$ cat src/rtl/pwm_timer_pkg.sv
package pwm_timer_pkg;
  typedef enum logic {
    CNT_UP   = 1'b0,
    CNT_DOWN = 1'b1
  } cnt_dir_e;
endpackage

$ cat src/rtl/pwm_prescaler.sv
module pwm_prescaler #(
  parameter int unsigned PSC_W = 16
) (
  input  logic             clk_i,
  input  logic             rst_ni,
  input  logic             run_i,
  input  logic             load_i,
  input  logic             psc_we_i,
  input  logic [PSC_W-1:0] psc_i,
  output logic             tick_o
);
  logic [PSC_W-1:0] psc_sh_q, psc_act_q, psc_cnt_q;

  assign tick_o = run_i && (psc_cnt_q == psc_act_q);

  always_ff @(posedge clk_i or negedge rst_ni) begin
    if (!rst_ni) begin
      psc_sh_q  <= '0;
      psc_act_q <= '0;
      psc_cnt_q <= '0;
    end else begin
      if (psc_we_i) psc_sh_q <= psc_i;
      if (load_i)   psc_act_q <= psc_sh_q;
      if (!run_i || tick_o) psc_cnt_q <= '0;
      else                  psc_cnt_q <= psc_cnt_q + 1'b1;
    end
  end

  AST_TICK_SPACING: assert property (@(posedge clk_i) disable iff (!rst_ni)
    tick_o |=> (!tick_o || psc_act_q == '0));
  AST_PSC_BOUND: assert property (@(posedge clk_i) disable iff (!rst_ni)
    run_i |-> (psc_cnt_q <= psc_act_q));
endmodule

$ cat src/rtl/pwm_timebase.sv
module pwm_timebase
  import pwm_timer_pkg::*;
#(
  parameter int unsigned CNT_W = 16
) (
  input  logic             clk_i,
  input  logic             rst_ni,
  input  logic             run_i,
  input  logic             dir_down_i,
  input  logic             tick_i,
  input  logic             arr_we_i,
  input  logic [CNT_W-1:0] arr_i,
  output logic [CNT_W-1:0] cnt_o,
  output logic [CNT_W-1:0] cnt_nxt_o,
  output logic             upd_evt_o,
  output logic             load_o
);
  cnt_dir_e         dir_act_q;
  logic [CNT_W-1:0] arr_sh_q, arr_act_q, cnt_q, cnt_nxt, start_val;
  logic             at_limit;

  assign at_limit  = (dir_act_q == CNT_DOWN) ? (cnt_q == '0) : (cnt_q == arr_act_q);
  assign upd_evt_o = tick_i && at_limit;
  assign load_o    = !run_i || upd_evt_o;
  assign start_val = dir_down_i ? arr_sh_q : '0;

  always_comb begin
    cnt_nxt = cnt_q;
    if (!run_i) begin
      cnt_nxt = start_val;
    end else if (tick_i) begin
      if (at_limit)                    cnt_nxt = start_val;
      else if (dir_act_q == CNT_DOWN)  cnt_nxt = cnt_q - 1'b1;
      else                             cnt_nxt = cnt_q + 1'b1;
    end
  end

  always_ff @(posedge clk_i or negedge rst_ni) begin
    if (!rst_ni) begin
      arr_sh_q  <= '1;
      arr_act_q <= '1;
      cnt_q     <= '0;
      dir_act_q <= CNT_UP;
    end else begin
      cnt_q <= cnt_nxt;
      if (arr_we_i) arr_sh_q <= arr_i;
      if (load_o) begin
        arr_act_q <= arr_sh_q;
        dir_act_q <= cnt_dir_e'(dir_down_i);
      end
    end
  end

  assign cnt_o     = cnt_q;
  assign cnt_nxt_o = cnt_nxt;

  AST_CNT_IN_RANGE: assert property (@(posedge clk_i) disable iff (!rst_ni)
    cnt_q <= arr_act_q);
  AST_ARR_HELD: assert property (@(posedge clk_i) disable iff (!rst_ni)
    (run_i && !upd_evt_o) |=> $stable(arr_act_q));
  AST_DOWN_RELOAD: assert property (@(posedge clk_i) disable iff (!rst_ni)
    (upd_evt_o && dir_down_i) |=> (cnt_q == arr_act_q));
endmodule

$ cat src/rtl/pwm_channel.sv
module pwm_channel #(
  parameter int unsigned CNT_W = 16
) (
  input  logic             clk_i,
  input  logic             rst_ni,
  input  logic             load_i,
  input  logic             tick_i,
  input  logic             cmp_we_i,
  input  logic [CNT_W-1:0] cmp_i,
  input  logic [CNT_W-1:0] cnt_i,
  input  logic [CNT_W-1:0] cnt_nxt_i,
  input  logic             en_i,
  input  logic             pol_i,
  output logic             cmp_evt_o,
  output logic             pwm_o
);
  logic [CNT_W-1:0] cmp_sh_q, cmp_act_q, cmp_nxt;
  logic             pwm_q;

  assign cmp_nxt   = load_i ? cmp_sh_q : cmp_act_q;
  assign cmp_evt_o = tick_i && (cnt_i == cmp_act_q);

  always_ff @(posedge clk_i or negedge rst_ni) begin
    if (!rst_ni) begin
      cmp_sh_q  <= '0;
      cmp_act_q <= '0;
      pwm_q     <= 1'b0;
    end else begin
      if (cmp_we_i) cmp_sh_q <= cmp_i;
      cmp_act_q <= cmp_nxt;
      // active while the next count sits below the next compare value
      pwm_q <= pol_i ^ (en_i && (cnt_nxt_i < cmp_nxt));
    end
  end

  assign pwm_o = pwm_q;

  AST_OFF_IS_IDLE: assert property (@(posedge clk_i) disable iff (!rst_ni)
    !en_i |=> (pwm_o == $past(pol_i)));
  AST_ZERO_CMP_IDLE: assert property (@(posedge clk_i) disable iff (!rst_ni)
    (cmp_nxt == '0) |=> (pwm_o == $past(pol_i)));
endmodule

$ cat src/rtl/pwm_timer.sv
module pwm_timer #(
  parameter int unsigned CNT_W = 16,
  parameter int unsigned PSC_W = 16,
  parameter int unsigned N_CH  = 4
) (
  input  logic             clk_i,
  input  logic             rst_ni,
  input  logic             run_i,
  input  logic             dir_down_i,
  input  logic             psc_we_i,
  input  logic [PSC_W-1:0] psc_i,
  input  logic             arr_we_i,
  input  logic [CNT_W-1:0] arr_i,
  input  logic [N_CH-1:0]  cmp_we_i,
  input  logic [CNT_W-1:0] cmp_i,
  input  logic [N_CH-1:0]  ch_en_i,
  input  logic [N_CH-1:0]  ch_pol_i,
  output logic [CNT_W-1:0] cnt_o,
  output logic             upd_evt_o,
  output logic [N_CH-1:0]  cmp_evt_o,
  output logic [N_CH-1:0]  pwm_o
);
  logic             tick, load, upd_evt;
  logic [CNT_W-1:0] cnt, cnt_nxt;

  pwm_prescaler #(.PSC_W(PSC_W)) u_psc (
    .clk_i    (clk_i),
    .rst_ni   (rst_ni),
    .run_i    (run_i),
    .load_i   (load),
    .psc_we_i (psc_we_i),
    .psc_i    (psc_i),
    .tick_o   (tick)
  );

  pwm_timebase #(.CNT_W(CNT_W)) u_tb (
    .clk_i      (clk_i),
    .rst_ni     (rst_ni),
    .run_i      (run_i),
    .dir_down_i (dir_down_i),
    .tick_i     (tick),
    .arr_we_i   (arr_we_i),
    .arr_i      (arr_i),
    .cnt_o      (cnt),
    .cnt_nxt_o  (cnt_nxt),
    .upd_evt_o  (upd_evt),
    .load_o     (load)
  );

  for (genvar g = 0; g < N_CH; g++) begin : g_ch
    pwm_channel #(.CNT_W(CNT_W)) u_ch (
      .clk_i     (clk_i),
      .rst_ni    (rst_ni),
      .load_i    (load),
      .tick_i    (tick),
      .cmp_we_i  (cmp_we_i[g]),
      .cmp_i     (cmp_i),
      .cnt_i     (cnt),
      .cnt_nxt_i (cnt_nxt),
      .en_i      (ch_en_i[g]),
      .pol_i     (ch_pol_i[g]),
      .cmp_evt_o (cmp_evt_o[g]),
      .pwm_o     (pwm_o[g])
    );
  end

  assign cnt_o     = cnt;
  assign upd_evt_o = upd_evt;

  AST_EVT_NEEDS_RUN: assert property (@(posedge clk_i) disable iff (!rst_ni)
    !run_i |-> (!upd_evt_o && cmp_evt_o == '0));
endmodule

$ cat config.mk
export PLATFORM = sky130hd
export DESIGN_NAME = pwm_timer
export DESIGN_NICKNAME = d
export VERILOG_FILES = /design/src/rtl/pwm_timer_pkg.sv /design/src/rtl/pwm_prescaler.sv /design/src/rtl/pwm_timebase.sv /design/src/rtl/pwm_channel.sv /design/src/rtl/pwm_timer.sv
export SDC_FILE = /design/constraint.sdc
export NUM_CORES = 1
export LEC_CHECK = 0
export BUFFER_PORTS_ARGS = -buffer_cell sky130_fd_sc_hd__buf_2
export CORE_MARGIN = 2
export CORE_UTILIZATION = 35
export DETAILED_ROUTE_END_ITERATION = 16
export HOLD_SLACK_MARGIN = 0.1
export PLACE_DENSITY = 0.55
export SKIP_LAST_GASP = 1
export SYNTH_ARGS = -nofsm -noshare
export SYNTH_HDL_FRONTEND = slang
export SYNTH_SLANG_ARGS = --single-unit
$ cat constraint.sdc
create_clock -name clk_i -period 4.49 [get_ports clk_i]
set_input_delay 0.898 -clock clk_i [delete_from_list [all_inputs] [get_ports clk_i]]
set_output_delay 0.898 -clock clk_i [all_outputs]
set_load 0.03 [all_outputs]
==> results of run 1 <==
[cell usage in the layout, fill, tap and decap left out, types with 6 or more instances in the layout]
| cell type | Yosys | routed |
|---|---|---|
| a21o_1 | 18 | 17 |
| a21oi_1 | 22 | 17 |
| a21oi_2 | 1 | 6 |
| buf_2 | 13 | 89 |
| buf_4 | 10 | 84 |
| clkbuf_16 | 0 | 27 |
| clkinv_2 | 0 | 6 |
| dfrtp_1 | 197 | 196 |
| dfstp_2 | 32 | 32 |
| ha_1 | 70 | 60 |
| ha_4 | 0 | 9 |
| inv_1 | 77 | 76 |
| mux2_2 | 137 | 137 |
| mux2i_1 | 60 | 58 |
| nand2_1 | 29 | 29 |
| nand3_1 | 20 | 19 |
| nand4_1 | 19 | 19 |
| nor2_1 | 38 | 37 |
| nor2b_1 | 7 | 6 |
| nor3_1 | 9 | 8 |
| nor4_1 | 25 | 22 |
| o21a_1 | 6 | 6 |
| o21ai_0 | 31 | 20 |
| o21ai_1 | 0 | 6 |
| xnor2_1 | 29 | 28 |
| xor2_1 | 90 | 90 |
[state kept, by name, summed over array words and instances, names as in the netlist]
| signal | cells |
|---|---|
| u_tb.dir_act_q | 1 |
| u_tb.arr_act_q | 16 |
| u_tb.cnt_o | 16 |
| u_psc.psc_act_q | 16 |
| u_tb.arr_sh_q | 16 |
| g_ch.u_ch.pwm_o | 4 |
| u_psc.psc_sh_q | 16 |
| g_ch.u_ch.cmp_act_q | 64 |
| g_ch.u_ch.cmp_sh_q | 64 |
| u_psc.psc_cnt_q | 16 |
[layout make-up]
type / instances / area [sq um]
timing repair buffer: 181 / 1200
clock buffer: 36 / 749
tap: 455 / 569
fill: 3357 / 19600
sequential: 229 / 5770
inverter: 77 / 289
clock inverter: 13 / 169
multi-input combinational: 695 / 6220
[final timing paths]
path / start / to / slack (ns)
setup / recovery: u_tb.dir_act_q / g_ch[0].u_ch.pwm_o / 0.13
hold / removal: rst_ni / g_ch[1].u_ch.cmp_act_q[8] / 0.42
setup reg to reg: u_tb.dir_act_q / g_ch[0].u_ch.pwm_o / 0.13
hold reg to reg: u_psc.psc_sh_q[14] / u_psc.psc_sh_q[14] / 0.50
max in group asynchronous: rst_ni / g_ch[0].u_ch.cmp_sh_q[3] / 3.14
min in group clk_i: u_psc.psc_sh_q[14] / u_psc.psc_sh_q[14] / 0.50
[stage by stage]
| step | power (W) | setup slack, ns | instances | setup TNS [ns] |
|---|---|---|---|---|
| 2_1_floorplan | 0.00338 | -0.0102 | 1058 | -0.0102 |
| 3_3_place_gp | 0.00388 | -0.141 | 1621 | -0.340 |
| 3_5_place_dp | 0.00390 | -0.255 | 1621 | -0.921 |
| 4_1_cts | 0.00624 | -0.0000497 | 1671 | -0.0000497 |
| 5_1_grt | 0.00658 | -0.0743 | 1686 | -0.147 |
| 6_report | 0.00626 | 0.134 | 1686 | 0 |
[timing repair]
action	4_1_cts	5_1_grt
setup endpoints to repair	4	4
gates resized for setup	9	52
pin swaps	1	32
buffers inserted	1	15
endpoints found under the hold margin	0	0
[power breakdown]
| part | internal, W | total [W] | switching, W |
|---|---|---|---|
| Sequential | 0.00234 | 0.00251 | 0.000179 |
| Combinational | 0.000663 | 0.00146 | 0.000802 |
| Clock | 0.00140 | 0.00229 | 0.000890 |
| Total | 0.00439 | 0.00626 | 0.00187 |
[cells by family (layout without fill, tap and decap cells)]
| kind of cell | Yosys count | after routing | synth area share |
|---|---|---|---|
| compound gates | 128 | 128 | 0.0737 |
| xor+xnor | 119 | 119 | 0.0850 |
| fa+ha+maj | 72 | 72 | 0.0739 |
| buf+inv | 134 | 307 | 0.0460 |
| flops | 229 | 229 | 0.471 |
| mux | 197 | 197 | 0.175 |
| simple gates | 179 | 179 | 0.0762 |
[per-layer routing]
| layer | track usage | share of wire |
|---|---|---|
| met3 | 0.0375 | 0.045 |
| met5 | 0 | 0.00039 |
| met4 | 0.0494 | 0.025 |
| met2 | 0.304 | 0.47 |
| met1 | 0.249 | 0.46 |
==> qor.log, run 1 <==
qor: logic_synthesis.yosys_top_cell_area_share 0.402
qor: clock_network.clock_tree.root_cell clkbuf_16
qor: logic_synthesis.synth.most_common_cell dfrtp_1
qor: setup_path.crit_path_end_kind flip-flop
qor: logic_synthesis.synth_cell_type_count 64
qor: detailed_routing.ant_nets 0
qor: setup_path.worstPathRequired 4.91 ns
qor: logic_synthesis.synth_edf_count 0
qor: placed_design.dp_hpwl 25.0 mm
qor: setup_path.path_delay_family compound AO/OA/AOI/OAI gates
qor: placed_design.placement.io_buffers 90
qor: logic_synthesis.avgSynthCellArea 11.6 sq um
qor: sta.timing.final.hold_violations 0
qor: clock_network.cts_inserted_buffers 27
qor: sta.grt_setup_unrepaired true
qor: finish.final_net_count 1348
qor: grt.grt_pass1_vias 8573
qor: finish.drive_above_1_share 0.366
qor: sta.fmaxAchievable 230 MHz
qor: clock_network.postCtsHoldBufs 0
qor: setup_path.r2r.worst_path.cells 20
qor: worst_hold_path.worst_hold_path_type input pin to asynchronous set/reset pin
qor: detailed_routing.drtPass1Iterations 5
qor: setup_path.worst_ep_arrival_time 4.77 ns
qor: floorplanning.design.core.area 34500 sq um
qor: clock_network.cts.sinks 229
qor: finish.stdcell_area 15000 sq um
qor: detailed_routing.routed-via-count 8460
qor: logic_synthesis.postSynthNetCount 1195
qor: logic_synthesis.yosys_register_bits 229
qor: grt.initial_antenna_violation_count 1
qor: detailed_routing.post_drt_wl_per_cell 19.8 microns
qor: finish.final_core_utilization 0.433
qor: pwr.p_leak 6.98 nW
qor: setup_path.setup.worst_path.start_class flip-flop
qor: placed_design.dpl-instance-area 13600 sq um
qor: setup_path.path_depth 20
qor: grt.grt_start_max_net_pins 102
qor: sta.fin_hold_ws 0.417 ns
qor: sta.post_layout_minimum_cycle_time 4.36 ns
qor: grt.overflow 0
qor: floorplanning.floorplan.die.width 191 microns
qor: setup_path.worst_path_largest_cell_delay 0.41 ns
qor: sta.tightest_slew 0.855 ns
qor: floorplanning.die_h 191 microns
qor: logic_synthesis.yosysWarningCount 0
qor: detailed_routing.finalWirelength 33.4 mm
qor: detailed_routing.post-route-drc-count 0
qor: logic_synthesis.synthesis.instances 1058
qor: floorplanning.io_pins 91
qor: flow_run.drv_cap 0
qor: floorplanning.starting_density 0.355
qor: logic_synthesis.synth.area.top_cells dfrtp_1 (40%), mux2_2 (13%), ha_1 (7.1%)
qor: pwr.vdd_ir_drop_max 0.000307 V
qor: setup_path.crit_path_cell_trace buf_6 -> inv_2 -> fa_2 -> nor2b_2 -> o21ai_2 -> a21oi_2 -> o21ai_2 -> a21oi_2 -> o2111ai_2 -> nand3b_1 -> xnor2_2 -> a221oi_2 -> buf_4 -> ha_1 -> a21o_1 -> a211oi_2 -> o21ai_1 -> o311a_1 -> buf_4 -> a311o_1
qor: logic_synthesis.asyncSetResetFlopFracSynth 1.00
qor: sta.drv_slew 0
qor: setup_path.critical-path-slowest-cell dfrtp_2
qor: placed_design.finalWeightedCongestion 0.855
qor: clock_network.ctsHtreeMaxLevel 1
qor: setup_path.peak_fanout_along_the_critical_path 4
qor: clock_network.clk_pin_slew 0.06 ns
qor: clock_network.clock_latency 0.55 ns
qor: sta.worst_clock_skew 0.0191 ns
qor: sta.final_worst_path_cycle_share 0.970
qor: finish.flow.area_growth_from_synthesis 22.1%
qor: setup_path.timing.setup.critical_path_class flip-flop to flip-flop
qor: pwr.power_per_unit_of_standard_cell_area 418 nW/um^2
qor: grt.first_pass_grt_wire_length 51.4 mm
qor: status.status complete, no violations
qor: sta.timing.slew.headroom 0.430
qor: grt.groute.usage.overall 0.185
qor: clock_network.tritoncts_clock_tree yes
qor: floorplanning.floorplan.die_area 36600 sq um
qor: detailed_routing.drt-initial-drc-count 370
qor: logic_synthesis.part_of_the_yosys_area_used_for_sequential_elements 0.471
qor: clock_network.clock_path_buffers 3
qor: sta.timing.final.setup_violations 0
qor: setup_path.path_buf_inv 4
qor: finish.num_antenna_cells 0
qor: logic_synthesis.synth_flop_cell dfrtp_1
qor: logic_synthesis.synth_area 12300 sq um
qor: floorplanning.row_count 68
qor: detailed_routing.post_drt_via_cell_ratio 5.02
qor: logic_synthesis.yosysTopAreaCell dfrtp_1
qor: logic_synthesis.synth_top_cells_by_count dfrtp_1 (197), mux2_2 (137), xor2_1 (90)
(Power assumes the default switching activity.)
==> run 2: changes to the inputs <==
--- a/config.mk
+++ b/config.mk
@@ -7,10 +7,10 @@
 export LEC_CHECK = 0
 export BUFFER_PORTS_ARGS = -buffer_cell sky130_fd_sc_hd__buf_2
 export CORE_MARGIN = 2
-export CORE_UTILIZATION = 35
+export CORE_UTILIZATION = 55
 export DETAILED_ROUTE_END_ITERATION = 16
 export HOLD_SLACK_MARGIN = 0.1
-export PLACE_DENSITY = 0.55
+export PLACE_DENSITY = 0.79
 export SKIP_LAST_GASP = 1
 export SYNTH_ARGS = -nofsm -noshare
 export SYNTH_HDL_FRONTEND = slang
==> run 2 against run 1 <==
  * Final cell count decreased by 12%
  * Critical path depth up 1
  * Worst setup slack got worse by 0.061 ns
  * Clock power shrank 8%
  * Sequential share of layout area is 1.7 points higher
  * Wire length is 7.5% lower
  * Clock skew grew 0.0010 ns
  * Combinational power is 4% lower
  * Maximum frequency down 1.4%
  * Total power is 3.8% lower
  * Sequential cell count is the same
  * Critical path type unchanged
  * Largest cell class unchanged
==> qor.log, run 2 (synthesis results as in run 1) <==
qor: finish.multi_input_comb_area 6100 sq um [-1.9%]
qor: floorplanning.die_h 153 microns [-20%]
qor: worst_hold_path.worst_hold_path_type input pin to asynchronous set/reset pin
qor: detailed_routing.drt-initial-drc-count 636 [+72%]
qor: finish.layout_common_cells dfrtp_1 (196), mux2_2 (137), xor2_1 (90)
qor: placed_design.placement.io_buffers 90 [unchanged]
qor: clock_network.clk_pin_slew 0.06 ns [about the same]
qor: grt.grt_start_max_net_pins 107 [+4.9%]
qor: detailed_routing.post_drt_wl_per_cell 20.9 microns [+5.3%]
qor: pwr.power.clock.fraction 0.351 [-0.014]
qor: sta.worst_clock_skew 0.0202 ns [+0.00103 ns]
qor: finish.flow.area_growth_from_synthesis 17.1%
qor: clock_network.postCtsHoldBufs 0 [unchanged]
qor: detailed_routing.finalWirelength 30.9 mm [-7.5%]
qor: grt.grt_pass1_vias 8712 [+1.6%]
qor: setup_path.reg2reg_setup_slack 0.07 ns [-0.06 ns]
qor: setup_path.peak_fanout_along_the_critical_path 5 [+1]
qor: pwr.share_seq_of_total_power 0.418 [+0.017]
qor: clock_network.cts.sinks 229 [unchanged]
qor: sta.timing.final.setup_violations 0 [unchanged]
qor: setup_path.setup.worst_path.start_class flip-flop
qor: clock_network.cts_inserted_buffers 25 [-7.4%]
qor: grt.overflow 0 [unchanged]
qor: setup_path.timing.setup.critical_path_class flip-flop to flip-flop
qor: sta.fin_hold_ws 0.433 ns [+0.0163 ns]
qor: setup_path.r2r.worst_path.cells 21 [+5.0%]
qor: clock_network.clock_path_buffers 3 [unchanged]
qor: floorplanning.starting_density 0.562 [+0.207]
qor: setup_path.crit-reg2reg-capture g_ch[1].u_ch.pwm_o
qor: finish.top_regs g_ch.u_ch.cmp_act_q: 64 flops, g_ch.u_ch.cmp_sh_q: 64 flops
qor: floorplanning.row_count 54 [-21%]
qor: sta.timing.slew.headroom 0.440 [+0.0106]
qor: floorplanning.floorplan.die_area 23500 sq um [-36%]
qor: clock_network.ctsHtreeMaxLevel 1 [unchanged]
qor: placed_design.dpl-instance-area 13300 sq um [-2.5%]
qor: pwr.p_leak 6.82 nW [-2.3%]
qor: setup_path.timing.rr.start u_tb.dir_act_q
qor: sta.final_worst_path_cycle_share 0.984 [+0.0135]
qor: finish.stdcell_area 14400 sq um [-4.1%]
qor: placed_design.dp_hpwl 22.5 mm [-10%]
qor: clock_network.clock_tree.root_cell clkbuf_16
qor: status.status complete, no violations
qor: setup_path.worst_ep_arrival_time 4.82 ns [+0.05 ns]
qor: pwr.net-switching-power 0.00181 W [-3.4%]
qor: setup_path.worstPathRequired 4.89 ns [-0.02 ns]
qor: finish.register_area 5770 sq um [unchanged]
qor: floorplanning.design.core.area 21800 sq um [-37%]
qor: grt.groute.usage.overall 0.262 [+0.0770]
qor: detailed_routing.ant_nets 0 [unchanged]
qor: finish.final_net_count 1320 [-2.1%]
qor: grt.first_pass_grt_wire_length 48.7 mm [-5.2%]
qor: pwr.design_internal_power 0.00422 W [-3.9%]
qor: detailed_routing.routed-via-count 8657 [+2.3%]
qor: sta.post_layout_minimum_cycle_time 4.42 ns [+0.0605 ns]
qor: setup_path.crit_path_end_kind flip-flop
qor: clock_network.clock_latency 0.53 ns [-0.02 ns]
qor: pwr.comb_power_share 0.232 [-0.002]
qor: detailed_routing.drtPass1Iterations 7 [+2]
qor: floorplanning.io_pins 91 [unchanged]
qor: pwr.power.share.switching 0.300 [+0.00110]
qor: pwr.power_per_unit_of_standard_cell_area 420 nW/um^2 [+0.33%]
qor: grt.initial_antenna_violation_count 3 [+2]
qor: sta.drv_slew 0 [unchanged]
qor: sta.tightest_slew 0.831 ns [-0.0247 ns]
qor: sta.post-route-worst-setup-slack 0.0739 ns [-0.0605 ns]
qor: finish.drive_above_1_share 0.338 [-0.0272]
qor: sta.fmaxAchievable 226 MHz [-1.4%]
qor: detailed_routing.post-route-drc-count 0 [unchanged]
qor: placed_design.place_ws -0.263 ns [-0.00803 ns]
qor: finish.final.fill_count 1627 [-52%]
qor: flow_run.drv_cap 0 [unchanged]
qor: detailed_routing.post_drt_via_cell_ratio 5.85 [+16%]
qor: sta.grt_setup_unrepaired true
qor: sta.fin_setup_tns 0 ns [unchanged]
qor: clock_network.tritoncts_clock_tree yes
qor: pwr.vdd_ir_drop_max 0.000347 V [+13%]
qor: placed_design.finalWeightedCongestion 0.959 [+12%]
qor: finish.mostFrequentLayoutCell dfrtp_1
qor: floorplanning.floorplan.die.width 153 microns [-20%]
qor: finish.final_core_utilization 0.658 [+0.224]
qor: sta.timing.final.hold_violations 0 [unchanged]
[run 2: cell types whose count changed in the layout (fill, tap and decap cells not counted), sizes merged]
cell / delta
buf: -26
bufinv: -1
clkbuf: -1
clkinv: -2
clkinvlp: -1
diode: +1
[run 2: repair_timing]
action                                  4_1_cts  5_1_grt
endpoints found under the setup margin        4        4
resized for setup                            10       34
pin swaps                                     2       21
setup buffers                                 0        8
[run 2: worst max-delay path by stage]
| stage | startpoint | endpoint | slack (ns) | depth (start not counted) |
|---|---|---|---|---|
| after global routing | u_tb.dir_act_q | g_ch[1].u_ch.pwm_o | -0.1 | 23 |
| after CTS | u_tb.dir_act_q | g_ch[1].u_ch.pwm_o | -0.03 | 23 |
| final | u_tb.dir_act_q | g_ch[1].u_ch.pwm_o | 0.07 | 21 |
| after global placement | u_tb.dir_act_q | g_ch[1].u_ch.pwm_o | -0.11 | 22 |
| after detailed placement | u_tb.dir_act_q | g_ch[1].u_ch.pwm_o | -0.26 | 22 |
| after floorplan | u_tb.cnt_o[6] | g_ch[0].u_ch.pwm_o | -0.01 | 19 |
[run 2: power by group through the flow]
stage               Clock, W  Combinational (W)  Sequential (W)
floorplan                  0           0.000864         0.00252
global placement           0            0.00127         0.00254
detailed placement         0            0.00131         0.00255
CTS                  0.00213            0.00133         0.00252
global route         0.00222            0.00152         0.00254
finish               0.00211            0.00140         0.00252
[run 2: layout make-up]
class	count	share of cell area
multi-input cells	695	0.425
flip-flops and latches	229	0.402
repair buffers	155	0.0701
clock buffers	35	0.0497
well taps	280	0.0244
inverters	77	0.0201
clock inverters	9	0.00845
diodes	1	0.000174
[run 2: metal layers]
metal,vias to the layer above,wire length [microns],global-route usage
met5,-,19,0
met4,4,1000,0.0833
met3,63,1820,0.0403
met2,267,14700,0.428
met1,4356,13300,0.362
li1,3967,-,-
[run 2: critical path: stages (launching register included)]
cell,delay (ns)
dfrtp_2,0.43
buf_4,0.16
ha_1,0.30
a211oi_2,0.22
nor4_1,0.09
or2_1,0.26
buf_4,0.16
nor2_2,0.11
xor2_1,0.16
nor2_1,0.05
mux2_2,0.25
a22o_1,0.27
buf_4,0.18
ha_1,0.30
nand4_1,0.19
o41ai_2,0.41
nor2_1,0.07
o21ai_1,0.11
a21oi_1,0.08
nand2_1,0.13
mux2i_1,0.09
a211o_1,0.26
[run 2: stage by stage]
stage / cells / power [W]
final: 1481 / 0.00603
after global routing: 1481 / 0.00628
after CTS: 1472 / 0.00598
after detailed placement: 1428 / 0.00385
after global placement: 1428 / 0.00381
after floorplan: 1058 / 0.00338
